[src/rtl/chanseq_pkg.sv]
package chanseq_pkg;

  localparam logic [1:0] CH_RED   = 2'd0;
  localparam logic [1:0] CH_GREEN = 2'd1;
  localparam logic [1:0] CH_BLUE  = 2'd2;

  localparam logic [1:0] MODE_ONE = 2'b00;
  localparam logic [1:0] MODE_TWO = 2'b01;

  // first colour of the three-channel sequence
  function automatic logic [1:0] seq_first(input logic rgb);
    return rgb ? CH_RED : CH_BLUE;
  endfunction

  // successor in the three-channel sequence, wrapping after the third colour
  function automatic logic [1:0] seq_next(input logic [1:0] cur, input logic rgb);
    logic [1:0] nxt;
    if (rgb) begin
      case (cur)
        CH_RED:   nxt = CH_GREEN;
        CH_GREEN: nxt = CH_BLUE;
        default:  nxt = CH_RED;
      endcase
    end else begin
      case (cur)
        CH_BLUE:  nxt = CH_GREEN;
        CH_GREEN: nxt = CH_RED;
        default:  nxt = CH_BLUE;
      endcase
    end
    return nxt;
  endfunction

  // one-channel select resolution: red over green over blue, red when empty
  function automatic logic [1:0] one_pick(input logic [2:0] sel);
    logic [1:0] pick;
    if (sel[0])      pick = CH_RED;
    else if (sel[1]) pick = CH_GREEN;
    else if (sel[2]) pick = CH_BLUE;
    else             pick = CH_RED;
    return pick;
  endfunction

endpackage

[src/rtl/chanseq_edge.sv]
module chanseq_edge #(
  parameter int N = 2
) (
  input  logic         clk,
  input  logic         rst_n,
  input  logic [N-1:0] lvl_i,
  output logic [N-1:0] rise_o
);

  logic [N-1:0] prev_q;
  logic [N-1:0] prev_n;

  generate
    for (genvar i = 0; i < N; i++) begin : g_bit
      always_comb begin
        prev_n[i] = lvl_i[i];
        rise_o[i] = lvl_i[i] & ~prev_q[i];
      end

      always_ff @(posedge clk or negedge rst_n) begin
        if (!rst_n) prev_q[i] <= 1'b0;
        else        prev_q[i] <= prev_n[i];
      end
    end
  endgenerate

endmodule

[src/rtl/chanseq_fsm.sv]
module chanseq_fsm
  import chanseq_pkg::*;
(
  input  logic       clk,
  input  logic       rst_n,
  input  logic [1:0] mode_i,
  input  logic       rgb_i,
  input  logic [2:0] sel_i,
  input  logic       pd_i,
  input  logic       adc_rise_i,
  input  logic       cds_rise_i,
  output logic [1:0] chan_o
);

  logic [1:0] chan_q;
  logic [1:0] chan_n;
  logic       chan_en;
  logic       tri_mode;

  assign tri_mode = mode_i[1];
  assign chan_en  = ~pd_i;

  always_comb begin
    chan_n = chan_q;
    if (tri_mode) begin
      if (cds_rise_i)      chan_n = seq_first(rgb_i);
      else if (adc_rise_i) chan_n = seq_next(chan_q, rgb_i);
    end else if (mode_i == MODE_TWO) begin
      if (cds_rise_i)      chan_n = CH_GREEN;
      else if (adc_rise_i) chan_n = (chan_q == CH_GREEN) ? CH_BLUE : CH_GREEN;
    end else begin
      chan_n = one_pick(sel_i);
    end
  end

  always_ff @(posedge clk or negedge rst_n) begin
    if (!rst_n)       chan_q <= CH_RED;
    else if (chan_en) chan_q <= chan_n;
  end

  assign chan_o = chan_q;


  cds_restart_chk: assert property (@(posedge clk) disable iff (!rst_n)
    (tri_mode && !pd_i && cds_rise_i) |=> (chan_q == ($past(rgb_i) ? CH_RED : CH_BLUE)));


  pd_hold_chk: assert property (@(posedge clk) disable iff (!rst_n)
    pd_i |=> $stable(chan_q));


  one_red_prio_chk: assert property (@(posedge clk) disable iff (!rst_n)
    (mode_i == MODE_ONE && !pd_i && sel_i[0]) |=> (chan_q == CH_RED));


  two_toggle_chk: assert property (@(posedge clk) disable iff (!rst_n)
    (mode_i == MODE_TWO && !pd_i && !cds_rise_i && adc_rise_i && chan_q == CH_GREEN)
      |=> (chan_q == CH_BLUE));


  chan_legal_chk: assert property (@(posedge clk) disable iff (!rst_n)
    chan_q != 2'd3);

endmodule

[src/rtl/chanseq_mux.sv]
module chanseq_mux
  import chanseq_pkg::*;
#(
  parameter int W = 6
) (
  input  logic [1:0]   chan_i,
  input  logic [W-1:0] r_i,
  input  logic [W-1:0] g_i,
  input  logic [W-1:0] b_i,
  output logic [W-1:0] word_o
);

  always_comb begin
    case (chan_i)
      CH_GREEN: word_o = g_i;
      CH_BLUE:  word_o = b_i;
      default:  word_o = r_i;
    endcase
  end

endmodule

[src/rtl/rgb_chan_seq.sv]
module rgb_chan_seq
  import chanseq_pkg::*;
#(
  parameter int GAIN_W = 6,
  parameter int OFS_W  = 9
) (
  input  logic              clk,
  input  logic              rst_n,
  input  logic              adc_clk_i,
  input  logic              cds_clk_i,
  input  logic [1:0]        mode_i,
  input  logic              rgb_order_i,
  input  logic [2:0]        one_sel_i,
  input  logic              pwr_dn_i,
  input  logic [GAIN_W-1:0] gain_r_i,
  input  logic [GAIN_W-1:0] gain_g_i,
  input  logic [GAIN_W-1:0] gain_b_i,
  input  logic [OFS_W-1:0]  ofs_r_i,
  input  logic [OFS_W-1:0]  ofs_g_i,
  input  logic [OFS_W-1:0]  ofs_b_i,
  output logic [1:0]        chan_o,
  output logic [GAIN_W-1:0] gain_o,
  output logic [OFS_W-1:0]  ofs_o
);

  localparam int NSTROBE = 2;
  localparam int IDX_ADC = 0;
  localparam int IDX_CDS = 1;

  logic [NSTROBE-1:0] lvl;
  logic [NSTROBE-1:0] rise;
  logic [1:0]         chan;

  assign lvl[IDX_ADC] = adc_clk_i;
  assign lvl[IDX_CDS] = cds_clk_i;

  chanseq_edge #(.N(NSTROBE)) u_edge (
    .clk    (clk),
    .rst_n  (rst_n),
    .lvl_i  (lvl),
    .rise_o (rise)
  );

  chanseq_fsm u_fsm (
    .clk        (clk),
    .rst_n      (rst_n),
    .mode_i     (mode_i),
    .rgb_i      (rgb_order_i),
    .sel_i      (one_sel_i),
    .pd_i       (pwr_dn_i),
    .adc_rise_i (rise[IDX_ADC]),
    .cds_rise_i (rise[IDX_CDS]),
    .chan_o     (chan)
  );

  chanseq_mux #(.W(GAIN_W)) u_gain_mux (
    .chan_i (chan),
    .r_i    (gain_r_i),
    .g_i    (gain_g_i),
    .b_i    (gain_b_i),
    .word_o (gain_o)
  );

  chanseq_mux #(.W(OFS_W)) u_ofs_mux (
    .chan_i (chan),
    .r_i    (ofs_r_i),
    .g_i    (ofs_g_i),
    .b_i    (ofs_b_i),
    .word_o (ofs_o)
  );

  assign chan_o = chan;


  adc_level_chk: assert property (@(posedge clk) disable iff (!rst_n)
    (mode_i[1] && !pwr_dn_i && adc_clk_i && $past(adc_clk_i) && !rise[IDX_CDS])
      |=> $stable(chan_o));

endmodule

[config.mk]
export PLATFORM = sky130hd
export DESIGN_NAME = rgb_chan_seq
export DESIGN_NICKNAME = d
export VERILOG_FILES = /design/src/rtl/chanseq_pkg.sv /design/src/rtl/chanseq_edge.sv /design/src/rtl/chanseq_fsm.sv /design/src/rtl/chanseq_mux.sv /design/src/rtl/rgb_chan_seq.sv
export SDC_FILE = /design/constraint.sdc
export NUM_CORES = 1
export LEC_CHECK = 0
export ABC_CLOCK_PERIOD_IN_PS = 3550
export BUFFER_PORTS_ARGS = -buffer_cell sky130_fd_sc_hd__buf_2
export CAP_MARGIN = 20
export CORE_MARGIN = 10
export CORE_UTILIZATION = 34
export CTS_CLUSTER_DIAMETER = 30
export DETAILED_ROUTE_END_ITERATION = 12
export PLACE_DENSITY = 0.89
export SYNTH_ARGS = -nofsm -noshare
export SYNTH_HDL_FRONTEND = slang
export SYNTH_SLANG_ARGS = --single-unit
[constraint.sdc]
create_clock -name clk -period 3.55 [get_ports clk]
set_input_delay 0.355 -clock clk [delete_from_list [all_inputs] [get_ports clk]]
set_output_delay 0.355 -clock clk [all_outputs]
set_load 0.01 [all_outputs]
# After elaboration in Yosys (flattened, before gate mapping)
# Index checks and enable logic that the tools add are counted.
dict set report totals {
  ff_bits 4
  word_cells 31
}
dict set report op_classes {
  n_eq_ne 5
  n_mux 16
  bitwise_logic 5
  reduce_logical 2
}
# op n
set ops {}
lappend ops {{2-bit 2-to-1 mux} 12}
lappend ops {{9-bit case mux with 2 select lines} 1}
lappend ops {{6-bit case mux with 2 select lines} 1}
lappend ops {{2-bit case mux with 2 select lines} 2}
lappend ops {{3-bit by 1-bit inequality test with 1-bit output, second input constant} 2}
lappend ops {{2-bit by 1-bit equality test with 1-bit output, second input constant} 2}
lappend ops {{1-bit inverter} 3}
lappend ops {{3-bit AND reduction} 1}
lappend ops {{1-bit AND} 2}
lappend ops {{2-bit equality test, second input constant} 1}
lappend ops {{2-bit zero test} 1}

# Logic depth before layout (Yosys ltp)
# Gate-level depths: netlist of the first run.
dict set report depth {
  ltp_word 6
  depth_mapped 6
  mapped_depth_nobuf 5
}

# Modules after synthesis
# Synthesis of the first run repeated with hierarchy kept, for this count alone.
dict set report unflattened {
  cells_unflattened 88
  hier_area_um2 680.7
}
# module instances cells_each area_each_um2
set modules_own_cells {}
lappend modules_own_cells {{chanseq_mux at u_ofs_mux} 1 35 240.2}
lappend modules_own_cells {chanseq_fsm 1 26 225.2}
lappend modules_own_cells {{chanseq_mux at u_gain_mux} 1 23 137.6}
lappend modules_own_cells {chanseq_edge 1 4 77.6}

# Worst setup path after synthesis of the first run
# Ideal clock, no wire load.
dict set report synth_timing {
  kind {flip-flop to output port}
  start {register u_fsm.chan_q[0] (netlist: u_fsm.chan_o[0])}
  end {output port gain_o[3]}
  arrival_ns 1.405
  required_ns 3.195
  slack_ns 1.790
  path_stages_with_launch 6
  path_cell_list {dfrtp_1 inv_1 ha_1 clkbuf_1 nor2_1 a21oi_1}
}
dict set report synth_between {
  elab_chain_len 2
}
# item line
set synth_lines {}
lappend synth_lines {{from (decl)} chanseq_fsm.sv:15} ;# logic [1:0] chan_q;
lappend synth_lines {{from (signal assigned)} chanseq_fsm.sv:38} ;# else if (chan_en) chan_q <= chan_n;
lappend synth_lines {{2-bit equality test or 2-bit by 1-bit equality test with 1-bit output (tied branches)} chanseq_mux.sv:14} ;# case (chan_i)
lappend synth_lines {{6-bit case mux with 2 select lines (*)} chanseq_mux.sv:14}
lappend synth_lines {{to (decl)} rgb_chan_seq.sv:22} ;# output logic [GAIN_W-1:0] gain_o,
# Mark *: on every way between the ends. The rest lies on a longest branch, timed or not.

# Worst setup path in the final report of the first run
dict set report layout_timing {
  start {register u_fsm.chan_q[0] (netlist: u_fsm.chan_o[0])}
  end {output port ofs_o[0]}
}
dict set report layout_between {
  elab_chain_len 2
}
# item line
set layout_lines {}
lappend layout_lines {{2-bit equality test or 2-bit by 1-bit equality test with 1-bit output (tied branches)} chanseq_mux.sv:14}
lappend layout_lines {{9-bit case mux with 2 select lines (*)} chanseq_mux.sv:14}
lappend layout_lines {{to (decl)} rgb_chan_seq.sv:23} ;# output logic [OFS_W-1:0] ofs_o
# Marked as above.

==> metrics.cfg, run 1 <==
[floorplanning]
dieArea_um2 = 3750
start_util_pct = 37.1
fp.dieH_um = 61.2
core_area_um2 = 1560
rows = 14
pin_count = 73
die_w_um = 61.2

[timing]
setup_viol_count_final = 0
hold_viol = 0
max_freq_mhz = 421
tightest_slew_ps = 811
setup_tns_ps = 0
rsz0062_at_grt = false
drv_slew = 0
fin_skew_ps = 0.131
slew_headroom_pct = 45.9
min_period_over_period_pct = 66.9
finalWorstSetupSlack_ps = 1180
min_period_ps = 2370

[cts]
cts.clk_slew.worst_paths_ps = 30
cts_htree_levels = 1
worstSkewPairLatency_ps = 230
cts_resized = 0
clk_path_buf_depth = 2
cts_tree = done
cts_made_buffers = 3
ctsHoldBuffers = 1
postCtsSetupRepairBufs = 0
clock-sinks = 4
cts-root-buf = clkbuf_4

[global_route]
grt_max_degree = 32
grt_pass1_wl_mm = 3.84
grtUsageMet1_pct = 12.8
grt-busiest-layer = met2
grt_use_met2_pct = 24.0
grt_util_met3_pct = 5.35
overflow = 0
antenna_found_initial = 0
grt.total_usage_pct = 12.8
grt_pass1_vias = 839

[finish]
design_area_um2 = 965
mostFrequentLayoutCells = buf_2, nor2_1, a21oi_1
drive_above_1_share_pct = 52.7
layout_commonest_cell = buf_2
n_antenna_cell = 0
nets = 213
area_growth_pct = 66.9
fin_util_pct = 61.9
num-fill-cells = 139

[pwr]
irDropWorstVdd_uv = 376
switchingPower_mw = 0.225
p_per_area_nw_per_um2 = 480
p_int_mw = 0.238
p_seq_share_pct = 12.5
leakagePower_nw = 0.524
p_sw_share_pct = 48.5
finalPower_mw = 0.463
clkPwrFrac_pct = 11.5
power_frac_comb_pct = 75.9

[synthesis]
syn-cell-area_um2 = 578
synth-seq-cells = 4
yosysWarnings = 0
syn_inst = 80
avgSynthCellArea_um2 = 7.23
synthArstFlopShare_pct = 100
yosys_most_used_dff = dfrtp_1
synth_edf_count = 0
ys_seq_area_share_pct = 17.3
syn_nets = 141
synth_cell_type_count = 24

[routing]
routed_via_density = 5.31
drtPass1Iterations = 4
routedWlPerCell_um = 16.6
dr.first_iter.drc_count = 45
drc = 0
num_vias = 881
wl_mm = 2.76
drtAntennaViolNets = 0

[critical_path]
path_class = flip-flop to output port
crit_required_ps = 3190
slowest_stage = ha_1
max_stage_delay_ps = 830
worstSetupEndpointType = output port
cp_max_fo = 31
cp.arrival_ps = 2020
critPathLaunchType = flip-flop
path_buf_inv = 2
worstPathCellList = inv_1 > ha_1 > nor2_1 > a21oi_1 > buf_2
path_delay_family = adder cells

[placement]
placedInstanceArea_um2 = 932
io_buffers = 72
place.gp.congestion = 0.854
dp_hpwl_mm = 2.38
post-place-ws_ps = 1420

[flow_run]
maxCapViolCount = 0

[outcome]
outcome = finished, final reports clean

[min_path]
hp-class = primary input to flip-flop

==> layout make-up <==
cell class / instances / area [um2] / area share, %
Multi-Input combinational cell: 67 / 440 / 45.7
Timing Repair Buffer: 73 / 370 / 38.4
Sequential cell: 4 / 100 / 10.4
Clock buffer: 3 / 22.5 / 2.33
Tap cell: 16 / 20.0 / 2.08
Inverter: 3 / 11.3 / 1.17
==> cells in the mapped netlist, types with 2 or more instances <==
master | instances | share of area [%]
a21oi_1 | 16 | 14
a22oi_1 | 15 | 19
a311o_1 | 2 | 3.5
buf_1 | 2 | 1.3
buf_2 | 2 | 1.7
dfrtp_1 | 4 | 17
ha_1 | 5 | 11
inv_1 | 3 | 1.9
nor2_1 | 16 | 10
==> state kept, by name, indices dropped and copies added, names as in the netlist <==
signal	cells
u_edge.prev_q	2
u_fsm.chan_o	2
==> worst paths after layout <==
kind | start | endpoint | slack [ps] | cells after the start
hold reg to reg | u_fsm.chan_o[0] | u_fsm.chan_o[0] | 640 | 2
max in group asynchronous | rst_n | u_edge.prev_q[0] | 2970 | 2
setup / recovery | u_fsm.chan_o[0] | ofs_o[0] | 1180 | 5
hold / removal | adc_clk_i | u_edge.prev_q[0] | 250 | 1
min in group asynchronous | rst_n | u_fsm.chan_o[1] | 470 | 2
setup reg to reg | u_fsm.chan_o[0] | u_fsm.chan_o[1] | 1600 | 5
==> stage by stage <==
| stage | cells | hold slack [ps] |
|---|---|---|
| floorplan | 80 | 59.4 |
| global placement | 162 | 160 |
| detailed placement | 162 | 163 |
| CTS | 166 | 244 |
| global route | 166 | 245 |
| finish | 166 | 250 |
==> power groups by stage <==
| stage | logic, mW | registers, mW | clock network (mW) |
|---|---|---|---|
| CTS | 0.356 | 0.0580 | 0.0564 |
| floorplan | 0.211 | 0.0597 | 0 |
| finish | 0.352 | 0.0581 | 0.0534 |
| detailed placement | 0.355 | 0.0585 | 0 |
| global route | 0.391 | 0.0591 | 0.0594 |
| global placement | 0.347 | 0.0571 | 0 |
==> cell families after synthesis <==
group                    Yosys count  share of synthesized area (%)
AO/OA/AOI/OAI                     38                           44.2
adder cells (fa/ha/maj)            5                           10.8
buffers and inverters              9                           6.49
flip-flops                         4                           17.3
multiplexers                       1                           1.95
AND/OR/NAND/NOR                   23                           19.3
==> layer usage <==
layer	wire, um	part of all wire [%]
met1	1010	36
met3	472	17
met5	0	0
met2	1290	47
met4	0	0
(Power assumes the default switching activity.)
==> inputs of run 2 (changes only) <==
--- a/config.mk
+++ b/config.mk
@@ -5,14 +5,14 @@
 export SDC_FILE = /design/constraint.sdc
 export NUM_CORES = 1
 export LEC_CHECK = 0
-export ABC_CLOCK_PERIOD_IN_PS = 3550
+export ABC_CLOCK_PERIOD_IN_PS = 2480
 export BUFFER_PORTS_ARGS = -buffer_cell sky130_fd_sc_hd__buf_2
 export CAP_MARGIN = 20
 export CORE_MARGIN = 10
-export CORE_UTILIZATION = 34
+export CORE_UTILIZATION = 31
 export CTS_CLUSTER_DIAMETER = 30
 export DETAILED_ROUTE_END_ITERATION = 12
-export PLACE_DENSITY = 0.89
+export PLACE_DENSITY = 0.82
 export SYNTH_ARGS = -nofsm -noshare
 export SYNTH_HDL_FRONTEND = slang
 export SYNTH_SLANG_ARGS = --single-unit
==> constraint.sdc (replaced) <==
create_clock -name clk -period 2.48 [get_ports clk]
set_input_delay 0.248 -clock clk [delete_from_list [all_inputs] [get_ports clk]]
set_output_delay 0.248 -clock clk [all_outputs]
set_load 0.01 [all_outputs]
==> run 2 against run 1 <==
Against the previous run: hold slack got worse by 110 ps; first-iteration DRC count increased by 87%; wire length down 3.9%; global-route usage shrank 0.51 points; sequential share of layout area shrank 0.20 points; design area up 1.9%; utilization shrank 5.5 points; critical path depth unchanged; non-clock buffer count is 1 higher; clock power increased by 43%; setup slack worse by 760 ps; critical path type unchanged.
==> metrics.cfg, run 2 (synthesized netlist as in run 1, its figures left out) <==
[outcome]
outcome = finished, final reports clean

[floorplanning]
dieArea_um2 = 3990  ; +6.5%
die_w_um = 63.2  ; +3.2%
start_util_pct = 33.1  ; -4.0 points
core_area_um2 = 1750  ; +12%
rows = 15  ; +1
pin_count = 73  ; unchanged
fp.dieH_um = 63.2  ; +3.2%

[routing]
drtAntennaViolNets = 0  ; unchanged
drtPass1Iterations = 4  ; unchanged
drc = 0  ; unchanged
routed_via_density = 5.06  ; -4.7%
routedWlPerCell_um = 15.1  ; -9.3%
wl_mm = 2.66  ; -3.9%
num_vias = 890  ; +1.0%
dr.first_iter.drc_count = 84  ; +87%

[timing]
setup_viol_count_final = 0  ; unchanged
rsz0062_at_grt = false
max_freq_mhz = 486
fin_skew_ps = 1.53  ; +1.40 ps
setup_tns_ps = 0  ; unchanged
min_period_ps = 2060
hold_viol = 0  ; unchanged
slew_headroom_pct = 63.6  ; +18 points
finalWorstSetupSlack_ps = 421  ; -756 ps
min_period_over_period_pct = 83.0
worst_hold_slack_ps = 143  ; -107 ps
tightest_slew_ps = 545  ; -266 ps
drv_slew = 0  ; unchanged

[cts]
cts_htree_levels = 1  ; unchanged
cts-root-buf = clkbuf_4
clock-sinks = 4  ; unchanged
cts_tree = done
cts_made_buffers = 3  ; unchanged
worstSkewPairLatency_ps = 230  ; about the same
cts.clk_slew.worst_paths_ps = 30  ; about the same
clk_path_buf_depth = 2  ; unchanged

[finish]
seq_area_um2 = 100  ; unchanged
area_growth_pct = 70.1
multi_input_area_um2 = 440  ; unchanged
drive_above_1_share_pct = 53.0  ; +0.31 points
n_antenna_cell = 0  ; unchanged
layout_commonest_cell = buf_2
nets = 214  ; +0.47%
mostFrequentLayoutCells = buf_2, nor2_1, a21oi_1
num-fill-cells = 171  ; +23%

[critical_path]
cp.arrival_ps = 1810  ; -210 ps
path_class = flip-flop to output port
critPathLaunchType = flip-flop
rr_worst_depth = 6  ; +1
path_delay_family = adder cells
worstSetupEndpointType = output port
worstPathCellList = inv_1 > ha_1 > a22oi_1 > a21oi_1 > buf_2
cp_max_fo = 16  ; -48%
slowest_stage = ha_1
max_stage_delay_ps = 520  ; -310 ps
crit_required_ps = 2230  ; -960 ps
cp.depth = 5  ; unchanged
path_buf_inv = 2  ; unchanged

[placement]
post-place-ws_ps = 682  ; -739 ps
dp_hpwl_mm = 2.27  ; -4.2%
io_buffers = 72  ; unchanged
place.gp.congestion = 0.829  ; -2.9%

[global_route]
overflow = 0  ; unchanged
grt.total_usage_pct = 12.3  ; -0.51 points
grt_max_degree = 32  ; unchanged
grt_pass1_wl_mm = 4.17  ; +8.6%
antenna_found_initial = 0  ; unchanged
grt_pass1_vias = 924  ; +10%

[min_path]
holdPathStages = 1  ; unchanged
hp-class = primary input to flip-flop

[pwr]
p_per_area_nw_per_um2 = 679  ; +41%
leakagePower_nw = 0.529  ; +0.91%
irDropWorstVdd_uv = 393  ; +4.5%

[flow_run]
maxCapViolCount = 0  ; unchanged

-- run 2: cell count changes in the layout (fill, tap and decap cells not counted) --
cell	previous run	this run
buf_4	0	1
-- run 2: metal layers --
metal / share of wire, % / up-vias / global-route usage [%]
li1: - / 443 / -
met1: 42 / 396 / 13.4
met2: 47 / 51 / 21.7
met3: 11 / 0 / 4.59
met4: 0 / 0 / 3.28
met5: 0 / - / 0
-- run 2: worst register-to-register path: cells and delay by family, from the launching register on --
kind	cells	cell delay [ps]
buffers and inverters	2	380
AOI/OAI and AO/OA	2	290
adders and majority gates	1	290
and+or+nand+nor	1	110
DFF	1	410
-- run 2: repair_timing --
item,CTS,global route
hold endpoints to repair,4,0
hold buffers,1,0
buffers inserted,0,0
gates resized for setup,0,0
-- run 2: layout make-up --
type / count / share of cell area [%]
Inverter: 3 / 1.15
Clock buffer: 3 / 2.29
Sequential cell: 4 / 10.2
Timing Repair Buffer: 74 / 38.4
Tap cell: 25 / 3.18
Multi-Input combinational cell: 67 / 44.8
-- run 2: through the flow --
stage | std cells | util [%] | area, um2 | total power [mW]
6_report | 176 | 56.3 | 983 | 0.668
5_1_grt | 176 | 56.3 | 983 | 0.735
4_1_cts | 176 | 56.3 | 983 | 0.678
3_5_place_dp | 172 | 54.5 | 951 | 0.593
3_3_place_gp | 172 | 54.5 | 951 | 0.581
2_1_floorplan | 80 | - | 578 | 0.388
-- run 2: final timing paths --
kind | from | to | slack (ps)
setup / recovery | u_fsm.chan_o[1] | ofs_o[1] | 420
hold / removal | adc_clk_i | u_edge.prev_q[0] | 140
setup reg to reg | u_fsm.chan_o[0] | u_fsm.chan_o[1] | 880
hold reg to reg | u_fsm.chan_o[0] | u_fsm.chan_o[0] | 630
max in group asynchronous | rst_n | u_fsm.chan_o[1] | 2010
min in group asynchronous | rst_n | u_edge.prev_q[1] | 360
-- run 2: where the power goes --
part / internal [mW] / total [mW] / switching (mW)
sequential: 0.0741 / 0.0828 / 0.00869
clock: 0.0538 / 0.0762 / 0.0224
combinational: 0.217 / 0.509 / 0.292
total: 0.345 / 0.668 / 0.323
==> inputs of run 3 (changes only) <==
--- a/config.mk
+++ b/config.mk
@@ -5,14 +5,14 @@
 export SDC_FILE = /design/constraint.sdc
 export NUM_CORES = 1
 export LEC_CHECK = 0
-export ABC_CLOCK_PERIOD_IN_PS = 2480
+export ABC_CLOCK_PERIOD_IN_PS = 1840
 export BUFFER_PORTS_ARGS = -buffer_cell sky130_fd_sc_hd__buf_2
 export CAP_MARGIN = 20
 export CORE_MARGIN = 10
-export CORE_UTILIZATION = 31
+export CORE_UTILIZATION = 28
 export CTS_CLUSTER_DIAMETER = 30
 export DETAILED_ROUTE_END_ITERATION = 12
-export PLACE_DENSITY = 0.82
+export PLACE_DENSITY = 0.79
 export SYNTH_ARGS = -nofsm -noshare
 export SYNTH_HDL_FRONTEND = slang
 export SYNTH_SLANG_ARGS = --single-unit
==> constraint.sdc (replaced) <==
create_clock -name clk -period 1.84 [get_ports clk]
set_input_delay 0.184 -clock clk [delete_from_list [all_inputs] [get_ports clk]]
set_output_delay 0.184 -clock clk [all_outputs]
set_load 0.01 [all_outputs]
==> run 3 against run 2 <==
Against the previous run: clock power rose by 39%; sequential cell count unchanged; total power grew 46%; utilization decreased by 3.3 points; via count fell by 1.2%; sequential power grew 28%; wire length increased by 0.26%.
==> metrics.cfg, run 3 (synthesized netlist as in run 1, its figures left out) <==
[critical_path]
critPathLaunchType = flip-flop
crit_required_ps = 1660  ; -570 ps
rr_worst_depth = 6  ; unchanged
reg2reg_slack_ps = 360  ; -520 ps
worstPathCellList = buf_4 > ha_1 > buf_4 > a22oi_1 > a21oi_1 > buf_2
crit_path_frequent_cell = buf_4
max_stage_delay_ps = 370  ; -150 ps
cp_max_fo = 8  ; -8
r2r-start = u_fsm.chan_o[1]
rr_endpoint = u_fsm.chan_o[1]
slowest_stage = dfrtp_1
cp.arrival_ps = 1540  ; -270 ps
endpoint = gain_o[0]
path_class = flip-flop to output port
worstSetupEndpointType = output port
crit_start = u_fsm.chan_o[0]

[timing]
max_freq_mhz = 579
setup_tns_ps = 0  ; unchanged
rsz0062_at_grt = false
tightest_slew_ps = 284  ; -262 ps
fin_skew_ps = 1.33  ; -0.201 ps
drv_slew = 0  ; unchanged
min_period_over_period_pct = 93.8
setup_viol_count_final = 0  ; unchanged
slew_headroom_pct = 80.8  ; +17 points
min_period_ps = 1730
hold_viol = 0  ; unchanged
finalWorstSetupSlack_ps = 114  ; -307 ps

[floorplanning]
start_util_pct = 29.5  ; -3.7 points
fp.dieH_um = 65.4  ; +3.6%
dieArea_um2 = 4280  ; +7.3%
die_w_um = 65.4  ; +3.6%
rows = 16  ; +1
core_area_um2 = 1960  ; +12%
pin_count = 73  ; unchanged

[finish]
multi_input_area_um2 = 453  ; +2.8%
mostFrequentLayoutCells = buf_2, nor2_1, a21oi_1
seq_area_um2 = 100  ; unchanged
fin_util_pct = 53.1  ; -3.3 points
area_growth_pct = 80.1
fin_cells = 182  ; +3.4%
n_antenna_cell = 0  ; unchanged
drive_above_1_share_pct = 54.8  ; +1.9 points
num-fill-cells = 199  ; +16%
nets = 218  ; +1.9%
layout_commonest_cell = buf_2

[global_route]
grt-busiest-layer = met2
grt_util_met3_pct = 4.58  ; -0.017 points
grt.total_usage_pct = 11.1  ; -1.2 points
grtUsageMet1_pct = 11.1  ; -2.3 points
antenna_found_initial = 0  ; unchanged
grt_pass1_wl_mm = 3.99  ; -4.3%
grt_use_met2_pct = 20.5  ; -1.2 points
overflow = 0  ; unchanged
grt_pass1_vias = 898  ; -2.8%
grt_max_degree = 32  ; unchanged

[placement]
placed_cells = 176  ; +2.3%
io_buffers = 72  ; unchanged
post-place-ws_ps = 103  ; -578 ps
dp_hpwl_mm = 2.24  ; -1.5%
place.gp.congestion = 0.869  ; +4.9%

[pwr]
p_seq_share_pct = 10.9  ; -1.5 points
switchingPower_mw = 0.451  ; +40%
power_frac_comb_pct = 78.2  ; +2.0 points
p_sw_share_pct = 46.4  ; -1.9 points
p_per_area_nw_per_um2 = 934  ; +38%
p_int_mw = 0.521  ; +51%
leakagePower_nw = 0.553  ; +4.5%
clkPwrFrac_pct = 10.9  ; -0.5 points
irDropWorstVdd_uv = 668  ; +70%

[cts]
cts_tree = done
cts-root-buf = clkbuf_4
clk_path_buf_depth = 2  ; unchanged
worstSkewPairLatency_ps = 230  ; about the same
cts_made_buffers = 3  ; unchanged
cts.clk_slew.worst_paths_ps = 40  ; about the same
clock-sinks = 4  ; unchanged
cts_htree_levels = 1  ; unchanged

[routing]
drtPass1Iterations = 4  ; unchanged
drc = 0  ; unchanged
dr.first_iter.drc_count = 24  ; -71%
routedWlPerCell_um = 14.6  ; -3.0%
routed_via_density = 4.83  ; -4.5%
drtAntennaViolNets = 0  ; unchanged
wl_mm = 2.66  ; +0.26%
num_vias = 879  ; -1.2%

[min_path]
hp-class = primary input to flip-flop

[flow_run]
maxCapViolCount = 0  ; unchanged

[outcome]
outcome = finished, final reports clean

run 3: per-stage QoR:
stage                     power, mW  cell area [um2]  hold slack, ps
final                         0.973             1040            74.5
after global routing           1.07             1040            65.4
after CTS                     0.966             1020            68.3
after detailed placement      0.850              981           -5.15
after global placement        0.826              981           -10.8
after floorplan               0.523              578            -112
run 3: critical path, delay by kind of cell (launching register included):
family	cells	cell delay, ps
buf+inv	3	450
flops	1	370
compound gates	2	290
fa+ha+maj	1	210
run 3: how the worst min path moves through the flow:
stage	start	to	slack (ps)	cells after the start
floorplan	rst_n	u_edge.prev_q[0]	-110	0
detailed placement	rst_n	u_edge.prev_q[1]	-5	1
global route	adc_clk_i	u_edge.prev_q[0]	70	1
CTS	adc_clk_i	u_edge.prev_q[0]	70	1
global placement	rst_n	u_edge.prev_q[1]	-10	1
finish	adc_clk_i	u_edge.prev_q[0]	70	1
run 3: metal layers:
layer / vias up / wire (um)
li1: 448 / -
met1: 394 / 1010
met5: - / 0
met3: 0 / 278
met4: 0 / 0
met2: 37 / 1370
run 3: final cells by class:
cell class / count / area share (%)
multi-input combinational: 67 / 43.5
inverter: 3 / 1.08
clock buffer: 3 / 2.16
tap: 27 / 3.25
sequential: 4 / 9.62
timing repair buffer: 78 / 40.4
run 3: what timing repair did:
item	in CTS	in global routing
cloned	0	0
setup buffers	0	2
hold endpoints to repair	4	0
setup endpoints to repair	15	15
gates resized for setup	1	1
hold buffers	1	0
run 3: power by group through the flow:
stage / Sequential (mW) / Clock, mW / Combinational (mW)
2_1_floorplan: 0.115 / 0 / 0.408
3_3_place_gp: 0.111 / 0 / 0.715
3_5_place_dp: 0.113 / 0 / 0.737
4_1_cts: 0.112 / 0.112 / 0.742
5_1_grt: 0.107 / 0.121 / 0.845
6_report: 0.106 / 0.106 / 0.761
